<file path="src/rtl/pps_pkg.sv">
package pps_pkg;
   localparam int TAPS        = 6;
   localparam int COEF_W      = 16;
   localparam int COEF_DROP   = 4;
   localparam int UNITY_SHIFT = 14;

   // significant bits kept for each tap position (outer taps narrowest)
   function automatic int tap_bits(input int t);
      if (t == 0 || t == TAPS - 1) return 11;
      if (t == 1 || t == TAPS - 2) return 13;
      return COEF_W;
   endfunction

   // narrow, sign-extend and clear the ignored low bits
   function automatic logic [COEF_W-1:0] fit_coef(input logic [COEF_W-1:0] raw,
                                                  input int bits);
      logic signed [COEF_W-1:0] s;
      s = $signed(raw << (COEF_W - bits)) >>> (COEF_W - bits);
      return COEF_W'(s) & ~COEF_W'((1 << COEF_DROP) - 1);
   endfunction
endpackage

</file>
<file path="src/rtl/pps_coef_bank.sv">
module pps_coef_bank
   import pps_pkg::*;
#(
   parameter int PHASES = 8,
   parameter int PW     = $clog2(PHASES)
) (
   input  logic                           clk,
   input  logic                           rst_n,
   input  logic                           wr_en,
   input  logic [PW-1:0]                  wr_phase,
   input  logic [2:0]                     wr_tap,
   input  logic [COEF_W-1:0]              wr_data,
   input  logic [PW-1:0]                  rd_phase,
   output logic [TAPS-1:0][COEF_W-1:0]    rd_coef
);
   for (genvar t = 0; t < TAPS; t++) begin : g_tap
      localparam int BITS = tap_bits(t);
      logic [COEF_W-1:0] mem [PHASES];

      always_ff @(posedge clk) begin
         if (!rst_n) begin
            for (int p = 0; p < PHASES; p++) mem[p] <= '0;
         end else if (wr_en && wr_tap == 3'(t)) begin
            mem[wr_phase] <= fit_coef(wr_data, BITS);
         end
      end

      assign rd_coef[t] = mem[rd_phase];

      if (BITS < COEF_W) begin : g_range_chk
         // a narrowed tap never holds a value outside its range
         p_tap_range_r2: assert property (@(posedge clk) disable iff (!rst_n)
            ($signed(rd_coef[t]) >= -(32'sd1 << (BITS - 1))) &&
            ($signed(rd_coef[t]) <  (32'sd1 << (BITS - 1))));
      end
   end
endmodule

</file>
<file path="src/rtl/pps_phase_seq.sv">
module pps_phase_seq #(
   parameter int PHASES = 8,
   parameter int PW     = $clog2(PHASES)
) (
   input  logic              clk,
   input  logic              rst_n,
   input  logic [PW-1:0]     len,
   input  logic [PHASES-1:0] patt,
   input  logic              restart,
   input  logic              step,
   output logic [PW-1:0]     phase,
   output logic              adv
);
   always_ff @(posedge clk) begin
      if (!rst_n)       phase <= '0;
      else if (restart) phase <= '0;
      else if (step)    phase <= (phase == len) ? '0 : PW'(phase + 1'b1);
   end

   assign adv = patt[phase];

   // a restart always lands on phase 0, even with a handshake beside it
   p_restart_zero_r10: assert property (@(posedge clk) disable iff (!rst_n)
      restart |=> phase == '0);
   // no handshake, no restart, no movement
   p_phase_hold_r6: assert property (@(posedge clk) disable iff (!rst_n)
      !restart && !step |=> $stable(phase));
   // the last used phase wraps to zero
   p_phase_wrap_r6: assert property (@(posedge clk) disable iff (!rst_n)
      step && !restart && phase == len |=> phase == '0);
endmodule

</file>
<file path="src/rtl/pps_window.sv">
module pps_window
   import pps_pkg::*;
#(
   parameter int DATA_W = 8
) (
   input  logic                         clk,
   input  logic                         rst_n,
   input  logic                         in_valid,
   input  logic                         in_sol,
   input  logic [DATA_W-1:0]            in_data,
   output logic                         in_ready,
   input  logic                         consume,
   input  logic                         adv,
   output logic [TAPS-1:0][DATA_W-1:0]  win,
   output logic                         win_valid,
   output logic                         restart
);
   logic line_open;
   logic take;

   assign in_ready = !win_valid || in_sol;
   assign take     = in_valid && in_ready;
   assign restart  = take && in_sol;

   always_ff @(posedge clk) begin
      if (!rst_n) begin
         win       <= '0;
         win_valid <= 1'b0;
         line_open <= 1'b0;
      end else if (restart) begin
         for (int i = 0; i < TAPS; i++) win[i] <= in_data;
         win_valid <= 1'b1;
         line_open <= 1'b1;
      end else if (take && line_open) begin
         for (int i = 0; i < TAPS - 1; i++) win[i] <= win[i+1];
         win[TAPS-1] <= in_data;
         win_valid   <= 1'b1;
      end else if (consume && adv) begin
         win_valid <= 1'b0;
      end
   end

   // start of line replicates the pixel across the window
   p_fill_r3: assert property (@(posedge clk) disable iff (!rst_n)
      restart |=> win_valid && win[0] == $past(in_data) && win[TAPS-1] == $past(in_data));
   // a zero pattern bit keeps the window intact
   p_hold_r7: assert property (@(posedge clk) disable iff (!rst_n)
      consume && !adv && !restart |=> win_valid && $stable(win));
   // a one pattern bit releases the window for the next input
   p_release_r7: assert property (@(posedge clk) disable iff (!rst_n)
      consume && adv && !restart |=> !win_valid);
   // data before any start of line is dropped
   p_drop_r9: assert property (@(posedge clk) disable iff (!rst_n)
      take && !in_sol && !line_open |=> !win_valid);
endmodule

</file>
<file path="src/rtl/pps_mac.sv">
module pps_mac
   import pps_pkg::*;
#(
   parameter int DATA_W = 8
) (
   input  logic [TAPS-1:0][DATA_W-1:0]  win,
   input  logic [TAPS-1:0][COEF_W-1:0]  coef,
   output logic [DATA_W-1:0]            pix
);
   localparam int ACC_W = DATA_W + COEF_W + 1 + $clog2(TAPS) + 1;
   localparam logic signed [ACC_W-1:0] PIX_MAX = ACC_W'({DATA_W{1'b1}});

   logic signed [ACC_W-1:0] prod [TAPS];
   logic signed [ACC_W-1:0] acc;
   logic signed [ACC_W-1:0] scaled;

   for (genvar t = 0; t < TAPS; t++) begin : g_mul
      assign prod[t] = ACC_W'($signed({1'b0, win[t]})) * ACC_W'($signed(coef[t]));
   end

   always_comb begin
      acc = '0;
      for (int t = 0; t < TAPS; t++) acc = acc + prod[t];
      scaled = acc >>> UNITY_SHIFT;
      if (scaled < 0)            pix = '0;
      else if (scaled > PIX_MAX) pix = {DATA_W{1'b1}};
      else                       pix = scaled[DATA_W-1:0];
   end
endmodule

</file>
<file path="src/rtl/pattern_polyphase_scaler.sv">
module pattern_polyphase_scaler
   import pps_pkg::*;
#(
   parameter int DATA_W = 8,
   parameter int PHASES = 8,
   parameter int PW     = $clog2(PHASES)
) (
   input  logic              clk,
   input  logic              rst_n,
   input  logic              cfg_we,
   input  logic [PW+2:0]     cfg_addr,
   input  logic [15:0]       cfg_wdata,
   input  logic [PW-1:0]     cfg_len,
   input  logic [PHASES-1:0] cfg_patt,
   input  logic              in_valid,
   input  logic              in_sol,
   input  logic [DATA_W-1:0] in_data,
   output logic              in_ready,
   output logic              out_valid,
   input  logic              out_ready,
   output logic [DATA_W-1:0] out_data
);
   if (PHASES < 2 || (1 << PW) != PHASES) begin : g_bad_phases
      $error("PHASES must be a power of two of at least 2");
   end
   if (DATA_W < 2 || DATA_W > 16) begin : g_bad_width
      $error("DATA_W must lie between 2 and 16");
   end

   logic                        fire;
   logic                        adv;
   logic                        restart;
   logic [PW-1:0]               phase;
   logic [TAPS-1:0][DATA_W-1:0] win;
   logic [TAPS-1:0][COEF_W-1:0] coef;

   assign fire = out_valid && out_ready;

   pps_coef_bank #(.PHASES(PHASES), .PW(PW)) u_bank (
      .clk      (clk),
      .rst_n    (rst_n),
      .wr_en    (cfg_we),
      .wr_phase (cfg_addr[PW+2:3]),
      .wr_tap   (cfg_addr[2:0]),
      .wr_data  (cfg_wdata),
      .rd_phase (phase),
      .rd_coef  (coef)
   );

   pps_phase_seq #(.PHASES(PHASES), .PW(PW)) u_seq (
      .clk     (clk),
      .rst_n   (rst_n),
      .len     (cfg_len),
      .patt    (cfg_patt),
      .restart (restart),
      .step    (fire),
      .phase   (phase),
      .adv     (adv)
   );

   pps_window #(.DATA_W(DATA_W)) u_win (
      .clk       (clk),
      .rst_n     (rst_n),
      .in_valid  (in_valid),
      .in_sol    (in_sol),
      .in_data   (in_data),
      .in_ready  (in_ready),
      .consume   (fire),
      .adv       (adv),
      .win       (win),
      .win_valid (out_valid),
      .restart   (restart)
   );

   pps_mac #(.DATA_W(DATA_W)) u_mac (
      .win  (win),
      .coef (coef),
      .pix  (out_data)
   );

   // a stalled output neither vanishes nor changes
   p_stall_stable_r8: assert property (@(posedge clk) disable iff (!rst_n)
      out_valid && !out_ready && !cfg_we && !(in_valid && in_sol)
      |=> out_valid && $stable(out_data));
endmodule

</file>
<file path="config.mk">
export PLATFORM = sky130hd
export DESIGN_NAME = pattern_polyphase_scaler
export DESIGN_NICKNAME = d
export VERILOG_FILES = /design/src/rtl/pps_pkg.sv /design/src/rtl/pps_coef_bank.sv /design/src/rtl/pps_phase_seq.sv /design/src/rtl/pps_window.sv /design/src/rtl/pps_mac.sv /design/src/rtl/pattern_polyphase_scaler.sv
export SDC_FILE = /design/constraint.sdc
export NUM_CORES = 2
export LEC_CHECK = 0
export BUFFER_PORTS_ARGS = -buffer_cell sky130_fd_sc_hd__buf_2
export CORE_MARGIN = 3
export CORE_UTILIZATION = 30
export CTS_BUF_LIST = sky130_fd_sc_hd__clkbuf_16
export DETAILED_ROUTE_END_ITERATION = 7
export PLACE_DENSITY = 0.41
export REMOVE_ABC_BUFFERS = 1
export SLEW_MARGIN = 20
export SYNTH_ARGS = -nofsm -noshare
export SYNTH_HDL_FRONTEND = slang
export SYNTH_SLANG_ARGS = --single-unit
</file>
<file path="constraint.sdc">
create_clock -name clk -period 13.3 [get_ports clk]
set_input_delay 1.33 -clock clk [delete_from_list [all_inputs] [get_ports clk]]
set_output_delay 1.33 -clock clk [all_outputs]
set_load 0.005 [all_outputs]
</file>
==> impl_metrics.env <==
export IMPL_dp_cells=5761
export IMPL_initial_utilization=0.303
export IMPL_dr_pass1_iters=7
export IMPL_max_freq_mhz=77.9
export IMPL_grt_pass1_wl_microns=179000
export IMPL_synth_top_area_cell="edfxtp_1"
export IMPL_fill_cells=14500
export IMPL_syn_inst=3899
export IMPL_multiInputGateArea_sq_um=26100
export IMPL_routed_wl_microns=117000
export IMPL_regToRegSetupSlack_ns=11.10
export IMPL_grt_overflow=0
export IMPL_final_cells=5933
export IMPL_grt_max_degree=90
export IMPL_synth_ff_latch_count=504
export IMPL_syn_avg_cell_area_sq_um=11.2
export IMPL_r2r_end="u_win.win[33]"
export IMPL_root_buffer="clkbuf_16"
export IMPL_path_buf_inv=9
export IMPL_cts_buffer_depth=3
export IMPL_portBuffers=52
export IMPL_dieArea_sq_um=150000
export IMPL_drv_slew=0
export IMPL_synth_cell_types=59
export IMPL_synthArstFlopShare=0
export IMPL_crit_cells=39
export IMPL_crit_path_start_kind="flip-flop"
export IMPL_synth_main_ff_cell="edfxtp_1"
export IMPL_ys_warn_count=0
export IMPL_path_class="reg2out"
export IMPL_via_per_inst=4.47
export IMPL_htree_levels=2
export IMPL_worstPathMaxFanout=8
export IMPL_fp_dieW_microns=387
export IMPL_vias=26600
export IMPL_numCtsBuffers=61
export IMPL_tightest_slew_ns=1.06
export IMPL_layout_nets=4770
export IMPL_grt_antenna_before_repair=6
export IMPL_ioPinCount=57
export IMPL_cp_arrival_ns=11.50
export IMPL_slowest_stage="fa_1"
export IMPL_drtIter0Drc=1369
export IMPL_wire_per_inst_microns=19.7
export IMPL_clk_latency_ns=0.68
export IMPL_ys_seq_area_frac=0.334
export IMPL_slew_headroom=0.291
export IMPL_timing_rr_start="u_win.win_valid"
export IMPL_synthMostInstantiatedCell="inv_1"
export IMPL_row_count=139
export IMPL_finClkSkew_ns=0.0265
export IMPL_core_area_sq_um=144000
export IMPL_hold_violations=0
export IMPL_drc_errors=0
export IMPL_cp_required_ns=11.97
export IMPL_ff2ff_path_depth=5
export IMPL_areaGrowthSynthToFinish_pct=13.0
export IMPL_cts_sinks=504
export IMPL_status="completed"
export IMPL_netlist_area_sq_um=43600
export IMPL_final_setup_viol_count=0
export IMPL_holdCritPathClass="reg2reg"
export IMPL_hpwl_microns=87100
export IMPL_synth_edff_count=448
export IMPL_crit_end="out_data[2]"
export IMPL_min_delay_start="u_win.line_open"
export IMPL_drv_cap=0
export IMPL_finalCritPeriodShare=0.965
export IMPL_cp_top_family="adder cells"
export IMPL_grt_pass1_vias=28500
export IMPL_place_congestion=0.775
export IMPL_cp_common_cell="fa_1"
export IMPL_drive_gt1_frac=0.124
export IMPL_layout_min_cycle_time_ns=12.83
export IMPL_cts_tree="done"
export IMPL_cts_clk_slew_worst_paths_ns=0.07
export IMPL_synth_top_area_frac=0.309
export IMPL_yosys_top_cells_count="inv_1, and2_1, fa_1, edfxtp_1, ha_1"
export IMPL_slowest_delay_ns=0.61
export IMPL_regArea_sq_um=14600
export IMPL_ys_top_cells_by_area="edfxtp_1, fa_1, and2_1, ha_1, inv_1"
export IMPL_die_h_microns=387
export IMPL_crit_path_end_kind="output pin"
export IMPL_grt_util_all_layers=0.157
export IMPL_drt_antenna_violating_nets=0
-- sequential cells by signal (all words and copies together), names as in the netlist, named ones only --
register and cells:
u_win.line_open 1, u_seq.phase 3, u_win.win 48, u_win.win_valid 1
u_bank.g_tap.mem 448
-- routing by layer --
| layer | part of all wire | up-vias | global-route usage |
|---|---|---|---|
| met5 | 0 | - | 0 |
| met4 | 0.017 | 0 | 0.0279 |
| met3 | 0.029 | 94 | 0.0169 |
| met2 | 0.46 | 305 | 0.255 |
| met1 | 0.49 | 13400 | 0.227 |
| li1 | - | 12700 | - |
-- through the flow --
stage	setup TNS, ns	hold slack, ns	cell area (sq um)	worst slack (ns)	util
2_1_floorplan	-18.74	0.451	42900	-2.34	-
3_3_place_gp	0	0.465	46300	0.458	0.321
3_5_place_dp	0	0.475	46300	0.427	0.321
4_1_cts	0	0.497	48300	0.00473	0.335
5_1_grt	-0.0479	0.550	49200	-0.0153	0.342
6_report	0	0.494	49200	0.466	0.342
-- timing repair --
item | 4_1_cts | 5_1_grt
buffers inserted | 5 | 48
gates cloned | 1 | 4
hold endpoints to repair | 0 | 0
endpoints found under the setup margin | 8 | 8
hold buffers | 0 | 0
pin swaps | 0 | 24
gates resized for setup | 7 | 93
-- layout by cell type, fill, tap and decap left out, types with 9 or more instances in the layout --
cell         n
clkinv_2    10
mux2_2      24
fa_1       490
a21oi_2     13
a21o_1      21
dfxtp_1     53
nand3_1     25
nor2_1      93
nor3_1      11
nand2_1    237
a21boi_0    12
nor2b_1    157
a21oi_1     87
and3_1      16
mux4_2     114
o21bai_1     9
o211a_1     40
xor2_1      20
o21ai_1     36
buf_4      117
nand2b_1    60
inv_1      723
ha_1       246
mux2i_1     24
and2_1     548
o21ai_0     32
clkbuf_16   65
xnor2_1     63
o31a_1       9
edfxtp_1   448
buf_2       49
-- tightest hold or removal path, stage by stage, from the launching register on --
cell,delay [ns]
dfxtp_1,0.32
a21oi_1,0.04
nor2b_1,0.09
-- final cells by class --
| cell class | instances | share of cell area |
|---|---|---|
| inverter | 713 | 0.0544 |
| antenna | 4 | 0.000203 |
| sequential | 504 | 0.296 |
| clock buffer | 61 | 0.0310 |
| tap | 1903 | 0.0484 |
| timing repair buffer | 187 | 0.0317 |
| multi-input combinational | 2512 | 0.530 |
| clock inverter | 49 | 0.00834 |
-- cells by family (layout without fill, tap and decap cells) --
family	count (synthesis)	count (layout)	synth area share
simple gates	1190	1190	0.151
buf+inv	883	1010	0.0760
fa+ha+maj	744	744	0.299
flops	504	504	0.334
compound gates	314	314	0.0478
mux	171	171	0.0729
xor+xnor	93	93	0.0187
other cells	0	4	0
-- worst min-delay path by stage --
| stage | depth (start not counted) | end | slack (ns) |
|---|---|---|---|
| final | 2 | u_win.line_open | 0.49 |
| after global routing | 2 | u_win.line_open | 0.55 |
| after CTS | 2 | u_win.line_open | 0.50 |
| after detailed placement | 2 | u_win.line_open | 0.48 |
| after global placement | 2 | u_win.line_open | 0.47 |
| after floorplan | 2 | u_win.line_open | 0.45 |
Power is left out: the tool's default activity adds up to more than one toggle a clock period on the data nets, which glitch-free logic cannot reach.
